==> config.mk <==
export PLATFORM = sky130hd
export DESIGN_NAME = rank_window_sel
export DESIGN_NICKNAME = d
export VERILOG_FILES = /design/src/rtl/rank_sel_pkg.sv /design/src/rtl/rank_slot_cmp.sv /design/src/rtl/rank_shift_net.sv /design/src/rtl/rank_fill_ctl.sv /design/src/rtl/rank_window_sel.sv
export SDC_FILE = /design/constraint.sdc
export NUM_CORES = 2
export LEC_CHECK = 0
export BUFFER_PORTS_ARGS = -buffer_cell sky130_fd_sc_hd__buf_2
export CORE_ASPECT_RATIO = 0.8
export CORE_MARGIN = 5
export CORE_UTILIZATION = 65
export DETAILED_ROUTE_END_ITERATION = 8
export GPL_ROUTABILITY_DRIVEN = 0
export PLACE_DENSITY_LB_ADDON = 0.12
export SLEW_MARGIN = 20
export SYNTH_ARGS = -nofsm -noshare
export SYNTH_HDL_FRONTEND = slang
export SYNTH_SLANG_ARGS = --single-unit
==> constraint.sdc <==
create_clock -name clk -period 4.6 [get_ports clk]
set_input_delay 0.46 -clock clk [delete_from_list [all_inputs] [get_ports clk]]
set_output_delay 0.46 -clock clk [all_outputs]
set_load 0.01 [all_outputs]
==> src/rtl/rank_sel_pkg.sv <==
package rank_sel_pkg;
  // default geometry of the selector
  localparam int unsigned SEL_DATA_W = 16;
  localparam int unsigned SEL_DEPTH  = 32;
  localparam int unsigned SEL_RANK   = 24;  // 1-based, ascending

  // choice of per-slot comparison on a tie
  typedef enum logic {
    TIE_NEW_ABOVE = 1'b0,
    TIE_NEW_BELOW = 1'b1
  } tie_mode_e;
endpackage

==> src/rtl/rank_slot_cmp.sv <==
module rank_slot_cmp
  import rank_sel_pkg::*;
#(
  parameter int unsigned DATA_W = SEL_DATA_W,
  parameter int unsigned DEPTH  = SEL_DEPTH,
  parameter tie_mode_e   TIE    = TIE_NEW_ABOVE,
  localparam int unsigned TAG_W = $clog2(DEPTH)
) (
  input  logic [DEPTH-1:0][DATA_W-1:0] slot_val,
  input  logic [DEPTH-1:0]             slot_pad,
  input  logic [DEPTH-1:0][TAG_W-1:0]  slot_tag,
  input  logic [DATA_W-1:0]            in_sample,
  input  logic [TAG_W-1:0]             wr_ptr,
  output logic [DEPTH-1:0]             gt_vec,
  output logic [DEPTH-1:0]             del_vec
);

  for (genvar i = 0; i < DEPTH; i++) begin : g_slot
    // a placeholder is larger than any real sample
    if (TIE == TIE_NEW_ABOVE) begin : g_strict
      assign gt_vec[i] = slot_pad[i] | (slot_val[i] > in_sample);
    end else begin : g_loose
      assign gt_vec[i] = slot_pad[i] | (slot_val[i] >= in_sample);
    end
    assign del_vec[i] = (slot_tag[i] == wr_ptr);
  end

endmodule

==> src/rtl/rank_shift_net.sv <==
module rank_shift_net
  import rank_sel_pkg::*;
#(
  parameter int unsigned DATA_W = SEL_DATA_W,
  parameter int unsigned DEPTH  = SEL_DEPTH,
  localparam int unsigned TAG_W = $clog2(DEPTH)
) (
  input  logic [DEPTH-1:0][DATA_W-1:0] slot_val,
  input  logic [DEPTH-1:0]             slot_pad,
  input  logic [DEPTH-1:0][TAG_W-1:0]  slot_tag,
  input  logic [DEPTH-1:0]             gt_vec,
  input  logic [DEPTH-1:0]             del_vec,
  input  logic [DATA_W-1:0]            in_sample,
  input  logic [TAG_W-1:0]             wr_ptr,
  output logic [DEPTH-1:0][DATA_W-1:0] nxt_val,
  output logic [DEPTH-1:0]             nxt_pad,
  output logic [DEPTH-1:0][TAG_W-1:0]  nxt_tag
);

  // compacted view: the array with the departing slot closed up
  logic [DEPTH-1:0]             at_or_above_del;
  logic [DEPTH-1:0][DATA_W-1:0] cmp_val;
  logic [DEPTH-1:0]             cmp_pad;
  logic [DEPTH-1:0][TAG_W-1:0]  cmp_tag;
  logic [DEPTH-1:0]             cmp_gt;
  // compacted view moved up by one slot (what slot i receives on a shift)
  logic [DEPTH-1:0][DATA_W-1:0] low_val;
  logic [DEPTH-1:0]             low_pad;
  logic [DEPTH-1:0][TAG_W-1:0]  low_tag;
  logic [DEPTH-1:0]             low_gt;
  logic                         seen_del;

  // prefix OR of the one-hot deletion vector
  always_comb begin
    seen_del = 1'b0;
    for (int i = 0; i < DEPTH; i++) begin
      seen_del           = seen_del | del_vec[i];
      at_or_above_del[i] = seen_del;
    end
  end

  // close the gap left by the departing sample
  always_comb begin
    for (int i = 0; i < DEPTH - 1; i++) begin
      cmp_val[i] = at_or_above_del[i] ? slot_val[i+1] : slot_val[i];
      cmp_pad[i] = at_or_above_del[i] ? slot_pad[i+1] : slot_pad[i];
      cmp_tag[i] = at_or_above_del[i] ? slot_tag[i+1] : slot_tag[i];
      cmp_gt[i]  = at_or_above_del[i] ? gt_vec[i+1]   : gt_vec[i];
    end
    // the top slot is vacated by the compaction
    cmp_val[DEPTH-1] = slot_val[DEPTH-1];
    cmp_pad[DEPTH-1] = slot_pad[DEPTH-1];
    cmp_tag[DEPTH-1] = slot_tag[DEPTH-1];
    cmp_gt[DEPTH-1]  = 1'b1;
  end

  // one-position upward view of the compacted array
  always_comb begin
    low_val[0] = cmp_val[0];
    low_pad[0] = cmp_pad[0];
    low_tag[0] = cmp_tag[0];
    low_gt[0]  = 1'b0;
    for (int i = 1; i < DEPTH; i++) begin
      low_val[i] = cmp_val[i-1];
      low_pad[i] = cmp_pad[i-1];
      low_tag[i] = cmp_tag[i-1];
      low_gt[i]  = cmp_gt[i-1];
    end
  end

  // insertion: thermometer edge receives the new sample
  always_comb begin
    for (int i = 0; i < DEPTH; i++) begin
      if (!cmp_gt[i]) begin
        nxt_val[i] = cmp_val[i];
        nxt_pad[i] = cmp_pad[i];
        nxt_tag[i] = cmp_tag[i];
      end else if (!low_gt[i]) begin
        nxt_val[i] = in_sample;
        nxt_pad[i] = 1'b0;
        nxt_tag[i] = wr_ptr;
      end else begin
        nxt_val[i] = low_val[i];
        nxt_pad[i] = low_pad[i];
        nxt_tag[i] = low_tag[i];
      end
    end
  end

endmodule

==> src/rtl/rank_fill_ctl.sv <==
module rank_fill_ctl
  import rank_sel_pkg::*;
#(
  parameter int unsigned DEPTH  = SEL_DEPTH,
  localparam int unsigned TAG_W = $clog2(DEPTH),
  localparam logic [TAG_W-1:0] LAST_PTR = TAG_W'(DEPTH - 1)
) (
  input  logic             clk,
  input  logic             rst_n,
  input  logic             advance,
  output logic [TAG_W-1:0] wr_ptr,
  output logic             full
);

  logic [TAG_W-1:0] ptr_q, ptr_d;
  logic             full_q, full_d;

  always_comb begin
    ptr_d  = ptr_q;
    full_d = full_q;
    if (advance) begin
      if (ptr_q == LAST_PTR) begin
        ptr_d  = '0;
        full_d = 1'b1;
      end else begin
        ptr_d = ptr_q + 1'b1;
      end
    end
  end

  always_ff @(posedge clk or negedge rst_n) begin
    if (!rst_n) begin
      ptr_q  <= '0;
      full_q <= 1'b0;
    end else if (advance) begin
      ptr_q  <= ptr_d;
      full_q <= full_d;
    end
  end

  assign wr_ptr = ptr_q;
  assign full   = full_q;

endmodule

==> src/rtl/rank_window_sel.sv <==
module rank_window_sel
  import rank_sel_pkg::*;
#(
  parameter int unsigned DATA_W = SEL_DATA_W,
  parameter int unsigned DEPTH  = SEL_DEPTH,
  parameter int unsigned RANK   = SEL_RANK,
  localparam int unsigned TAG_W    = $clog2(DEPTH),
  localparam int unsigned RANK_IDX = RANK - 1
) (
  input  logic              clk,
  input  logic              rst_n,
  input  logic              in_valid,
  input  logic [DATA_W-1:0] in_sample,
  output logic              out_valid,
  output logic [DATA_W-1:0] out_rank
);

  logic [DEPTH-1:0][DATA_W-1:0] slot_val_q, nxt_val;
  logic [DEPTH-1:0]             slot_pad_q, nxt_pad;
  logic [DEPTH-1:0][TAG_W-1:0]  slot_tag_q, nxt_tag;
  logic [DEPTH-1:0]             gt_vec;
  logic [DEPTH-1:0]             del_vec;
  logic [TAG_W-1:0]             wr_ptr;
  logic                         full;
  logic [DATA_W-1:0]            rank_q, rank_d;

  rank_slot_cmp #(
    .DATA_W (DATA_W),
    .DEPTH  (DEPTH),
    .TIE    (TIE_NEW_ABOVE)
  ) cmp_i (
    .slot_val  (slot_val_q),
    .slot_pad  (slot_pad_q),
    .slot_tag  (slot_tag_q),
    .in_sample (in_sample),
    .wr_ptr    (wr_ptr),
    .gt_vec    (gt_vec),
    .del_vec   (del_vec)
  );

  rank_shift_net #(
    .DATA_W (DATA_W),
    .DEPTH  (DEPTH)
  ) net_i (
    .slot_val  (slot_val_q),
    .slot_pad  (slot_pad_q),
    .slot_tag  (slot_tag_q),
    .gt_vec    (gt_vec),
    .del_vec   (del_vec),
    .in_sample (in_sample),
    .wr_ptr    (wr_ptr),
    .nxt_val   (nxt_val),
    .nxt_pad   (nxt_pad),
    .nxt_tag   (nxt_tag)
  );

  rank_fill_ctl #(
    .DEPTH (DEPTH)
  ) fill_i (
    .clk     (clk),
    .rst_n   (rst_n),
    .advance (in_valid),
    .wr_ptr  (wr_ptr),
    .full    (full)
  );

  // window storage: one register set per slot
  for (genvar i = 0; i < DEPTH; i++) begin : g_store
    always_ff @(posedge clk or negedge rst_n) begin
      if (!rst_n) begin
        slot_val_q[i] <= '0;
        slot_pad_q[i] <= 1'b1;
        slot_tag_q[i] <= TAG_W'(i);
      end else if (in_valid) begin
        slot_val_q[i] <= nxt_val[i];
        slot_pad_q[i] <= nxt_pad[i];
        slot_tag_q[i] <= nxt_tag[i];
      end
    end
  end

  assign rank_d = nxt_val[RANK_IDX];

  always_ff @(posedge clk or negedge rst_n) begin
    if (!rst_n) begin
      rank_q <= '0;
    end else if (in_valid) begin
      rank_q <= rank_d;
    end
  end

  assign out_rank  = rank_q;
  assign out_valid = full;

endmodule

[Yosys cells after proc, flatten, opt, wreduce, memory -nomap -nowiden]
Cells that the tools add are included.
Storage, ports and cells
  register bits: 710
  input port bits: 19
  output and inout port bits: 17
  logic and storage cells: 537
Operators by class
  add/sub/neg operators: 1
  $lt $le $gt $ge: 32
  equality and inequality tests: 32
  muxes and demuxes: 311
  bitwise gates (word level): 62
  reduce and logical (&&, ||, !) cells: 1
Operator list (number)
  $mux W16: 93
  $gt A16 B16 Y1: 32
  $mux W5: 94
  $eq A5 B5 Y1: 31
  $mux W1: 124
  $or A1 B1 Y1: 62
  $add A5 B1 Y5 const B: 1
  $eq A5 B5 Y1 const B: 1
  $reduce_and A2 Y1: 1

[Logic depth before layout (Yosys ltp)]
  depth in word-level cells: 33
  gate-level depth with buffers: 15
  mapped depth without buffers: 11

[Modules after synthesis]
A second synthesis with hierarchy kept.
Second synthesis, totals
  cell total of the unflattened synthesis: 7416
  area total of the unflattened synthesis: 68587.0 um2
Modules (own cells, without submodules)
  rank_shift_net: times used 1, cells each 4294, area each 28439.8 um2, seq. area each 0.0 um2
  rank_window_sel: times used 1, cells each 1502, area each 26585.5 um2, seq. area each 17757.0 um2
  rank_slot_cmp: times used 1, cells each 1597, area each 13260.2 um2, seq. area each 0.0 um2
  rank_fill_ctl: times used 1, cells each 23, area each 301.5 um2, seq. area each 150.1 um2

[Worst setup path after synthesis]
Ideal clock, no wire load.
  path kind: input port to flip-flop
  start point: input in_sample[11]
  end point: register slot_val_q[490] (netlist name)
  setup time: 0.123 ns
  data arrival time: 4.059 ns
  data required time: 4.477 ns
  setup slack: 0.418 ns
  stages: 13
  path buffers: 3
  cells stage by stage: clkbuf_1 inv_1 ha_1 nand2_1 or2_2 or4_1 o2111a_1 or2_2 buf_1 o21ai_1 clkbuf_1 a311oi_1 o221a_2
Between the ends
  longest elaborated chain between the ends: 5
  elaborated cells on any way between the ends: 10
  those cells by class: 3 x order compare; 4 x mux; 3 x bitwise
RTL lines
  start: declaration: line rank_window_sel.sv:13  | input logic [DATA_W-1:0] in_sample,
  $gt A16 B16 Y1: line rank_slot_cmp.sv:21  | assign gt_vec[i] = slot_pad[i] | (slot_val[i] > in_sample);
  $or A1 B1 Y1: line rank_slot_cmp.sv:21
  $mux W1: line rank_shift_net.sv:48  | cmp_gt[i] = at_or_above_del[i] ? gt_vec[i+1] : gt_vec[i];
  $mux W16: line rank_shift_net.sv:78  | end else if (!low_gt[i]) begin
  $mux W16 *: line rank_shift_net.sv:74  | if (!cmp_gt[i]) begin
  end signal: indexed assignment: line rank_window_sel.sv:75  | slot_val_q[i] <= nxt_val[i];
  end: declaration: line rank_window_sel.sv:18  | logic [DEPTH-1:0][DATA_W-1:0] slot_val_q, nxt_val;
Mark *: on every way between the ends. The rest lies on a longest branch, timed or not.
A chain may end at the register's enable or synchronous reset.

[Worst setup path in the final report]
  start point: register fill_i.ptr_q[4] (netlist: fill_i.wr_ptr[4])
  end point: register slot_val_q[464] (netlist name)
Between the ends
  longest elaborated chain between the ends: 32
  elaborated cells on any way between the ends: 65
  those cells by class: 30 x eq/ne; 6 x mux; 29 x bitwise
RTL lines
  start: declaration: line rank_fill_ctl.sv:15  | logic [TAG_W-1:0] ptr_q, ptr_d;
  start signal: assignment: line rank_fill_ctl.sv:36  | ptr_q <= ptr_d;
  $eq A5 B5 Y1: line rank_slot_cmp.sv:25  | assign del_vec[i] = (slot_tag[i] == wr_ptr);
  $or A1 B1 Y1 (28 in series): line rank_shift_net.sv:37  | seen_del = seen_del | del_vec[i];
  $or A1 B1 Y1 (tied with other cells): line rank_shift_net.sv:37
  $mux W16 (tied with other cells): line rank_shift_net.sv:45  | cmp_val[i] = at_or_above_del[i] ? slot_val[i+1] : slot_val[i];
  $mux W16 *: line rank_shift_net.sv:74
Marked as above.

==> results by group <==
Cells and area
  – Area Overhead vs Synth: 8.43%
  – Register area: 17900 um^2
  – FILL cells: 6264
  – Share of layout cells above drive strength 1: 0.129
  – Multi-input logic area: 33400 um^2
  – Most frequent cells in the layout: dfrtp_1, ha_1, o22ai_1, o21ai_0, a21oi_1
  – Most common cell after layout, fill and taps aside: dfrtp_1
  – Layout Nets: 6355

Die
  – Die Span Y: 268 um
  – Die Width: 332 um
  – Core ar.: 82200 um^2
  – I/O pins: 36
  – Initial core utilization: 0.656
  – Row cnt: 94
  – Die Area: 88800 um^2

Synth
  – Synth top area share: 0.278
  – Cell variety after synth: 94
  – Warnings, synthesis: 0
  – Asr flop ratio synth: 1.00
  – Post-synthesis register bit count: 710
  – Synth Net Count: 6479
  – Cell area after synthesis: 53900 um^2
  – Sequential share of the synthesized area: 0.332
  – Post-synth EDFFs: 0
  – Syn_area_per_cell: 9.06 um^2
  – Synth Instances: 5946
  – Area contributors post-synth: dfrtp_1, ha_1, dfstp_2
  – Largest area contributor in the netlist: dfrtp_1
  – Main synth FF type: dfrtp_1

GRT
  – Total track usage: 0.441
  – Largest net degree at the start of global routing: 118
  – Vias in the first global route: 51774
  – Total grt overflow: 0
  – Antenna violations before repair: 2
  – First-pass GRT wire length: 312 mm

Placed design
  – Detailed placement HPWL: 138 mm
  – Port Buf Inserts: 35

Route
  – WL met2: 81.2 mm
  – Vias/cell: 7.85
  – Routed length on met1: 77.5 mm
  – Antenna Nets Post-Route: 0
  – Drt total wl: 204 mm
  – Met3 WL: 29.9 mm
  – DR WL/cell: 29.2 um
  – DR pass1 iterations: 9
  – DR iter-0 viols: 8382
  – Routed vias: 54877
  – Post-route DRC violation count: 0
  – Max layer used: met5

Clock tree
  – CTS Buffer Depth: 3
  – Clk_lat worst skew: 0.67 ns
  – Clk sink count: 710
  – CTS H-tree depth: 3
  – CTS tree: built
  – CTS clk-pin slew, worst paths: 0.06 ns
  – Root buf cell: clkbuf_16
  – Num CTS Buffers: 77

Critical path
  – CP Capture Type: flip-flop
  – Critical Path Start: fill_i.wr_ptr[4]
  – Critical path data arrival time: 4.90 ns
  – Worst EP required: 5.18 ns
  – Worst setup SP type: flip-flop
  – R2R cell count: 12
  – CP Class: reg2reg
  – Crit-path max FO: 37
  – Flop2flop setup slack: 0.28 ns
  – Crit Reg-Reg Startpoint: fill_i.wr_ptr[4]

Timing
  – Max frequency: 0.231 GHz
  – Clock skew after layout: 0.0244 ns
  – RSZ-0062 raised after global routing: no
  – Period minus WS final: 4.32 ns
  – Actual slew at the worst max-slew pin: 1.10 ns
  – Relative slew slack: 0.265
  – Post-route setup TNS: 0 ns
  – Final hold violation count: 0
  – Final setup fails: 0
  – Final worst-path cycle share: 0.939
  – Slew Limit Fails: 0

Run status
  – Status: completed

Worst hold path
  – Hold Path Depth: 3
  – Worst min-delay path category: in2reg
  – Hold Crit Start: in_sample[0]

Job
  – Max Cap Violations: 0
==> worst paths after layout <==
| path | endpoint |
|---|---|
| max in group asynchronous | slot_val_q[440] |
| setup / recovery | slot_val_q[464] |
| hold reg to reg | fill_i.full |
| hold / removal | slot_val_q[336] |
| min in group asynchronous | slot_val_q[3] |
| setup reg to reg | slot_val_q[464] |
==> registers in the layout (all words and copies together) (netlist names), named ones only <==
signal / flops
slot_val_q: 496
fill_i.wr_ptr: 5
fill_i.full: 1
slot_tag_q: 160
out_rank: 16
slot_pad_q: 31
==> metrics by stage <==
step	hold WS (ns)	std cells	utilization	worst slack (ns)	cell area (um^2)
after CTS	0.285	6985	0.710	0.220	58400
after detailed placement	0.450	6841	0.678	0.249	55700
after floorplan	0.164	5946	-	0.418	53900
final	0.322	6993	0.711	0.279	58400
after global placement	0.443	6841	0.678	0.287	55700
after global routing	0.322	6990	0.711	0.0714	58400
==> Yosys cell counts, types with 41 or more instances <==
library cell and n:
dfrtp_1 598, ha_1 514, o22ai_1 436, clkbuf_1 381, o21ai_0 368, a21oi_1 352
nor2_1 336, nand2_1 306, a22oi_1 237, inv_1 155, o31ai_1 137, dfstp_2 112
nor3_1 109, mux2i_1 106, a21o_1 102, o22a_1 102, nand3_1 100, nand4_1 99
xor2_1 86, o221ai_1 84, a31oi_1 69, xnor2_1 69, mux2_2 68, a221oi_1 64
a32oi_1 59, a221o_1 58, buf_2 53, o221a_2 48, o21a_1 47, nor2b_1 42
a22o_1 41
==> metal layers <==
metal	global-route usage	up-vias
met5	0	-
li1	-	23281
met4	0.261	2
met3	0.144	1001
met2	0.619	4448
met1	0.597	26145
==> worst max-delay path, stage by stage (launching register included) <==
cell and delay (ns):
dfrtp_4 0.79, buf_4 0.31, xor2_1 0.17, nor3_1 0.06
nand3_1 0.16, nand3_4 0.20, nor4_4 0.36, buf_12 0.26
nand4_1 0.25, buf_4 0.35, nor2_1 0.79, a22oi_1 0.26
a31oi_1 0.22
==> cell families after synthesis <==
family / Yosys count / synth area share
buffers and inverters: 651 / 0.0504
XOR/XNOR: 155 / 0.0252
multiplexers: 174 / 0.0339
AND/OR/NAND/NOR: 1220 / 0.111
adder cells (fa/ha/maj): 514 / 0.119
AO/OA/AOI/OAI: 2522 / 0.328
flip-flops: 710 / 0.332
==> what timing repair did <==
action	CTS	global route
endpoints found under the hold margin	73	0
resized for setup	0	2
endpoints found under the setup margin	0	28
setup buffers	0	4
hold buffers	1	0
==> layout make-up <==
class / instances / share of cell area
clock inverters: 23 / 0.00492
repair buffers: 293 / 0.0427
diodes: 3 / 0.000128
inverters: 155 / 0.00998
well taps: 1104 / 0.0236
flip-flops and latches: 710 / 0.307
multi-input cells: 4585 / 0.572
clock buffers: 120 / 0.0401
Power is not shown: default switching activity piles up to over one toggle a cycle in this logic, so the estimate is an artifact.
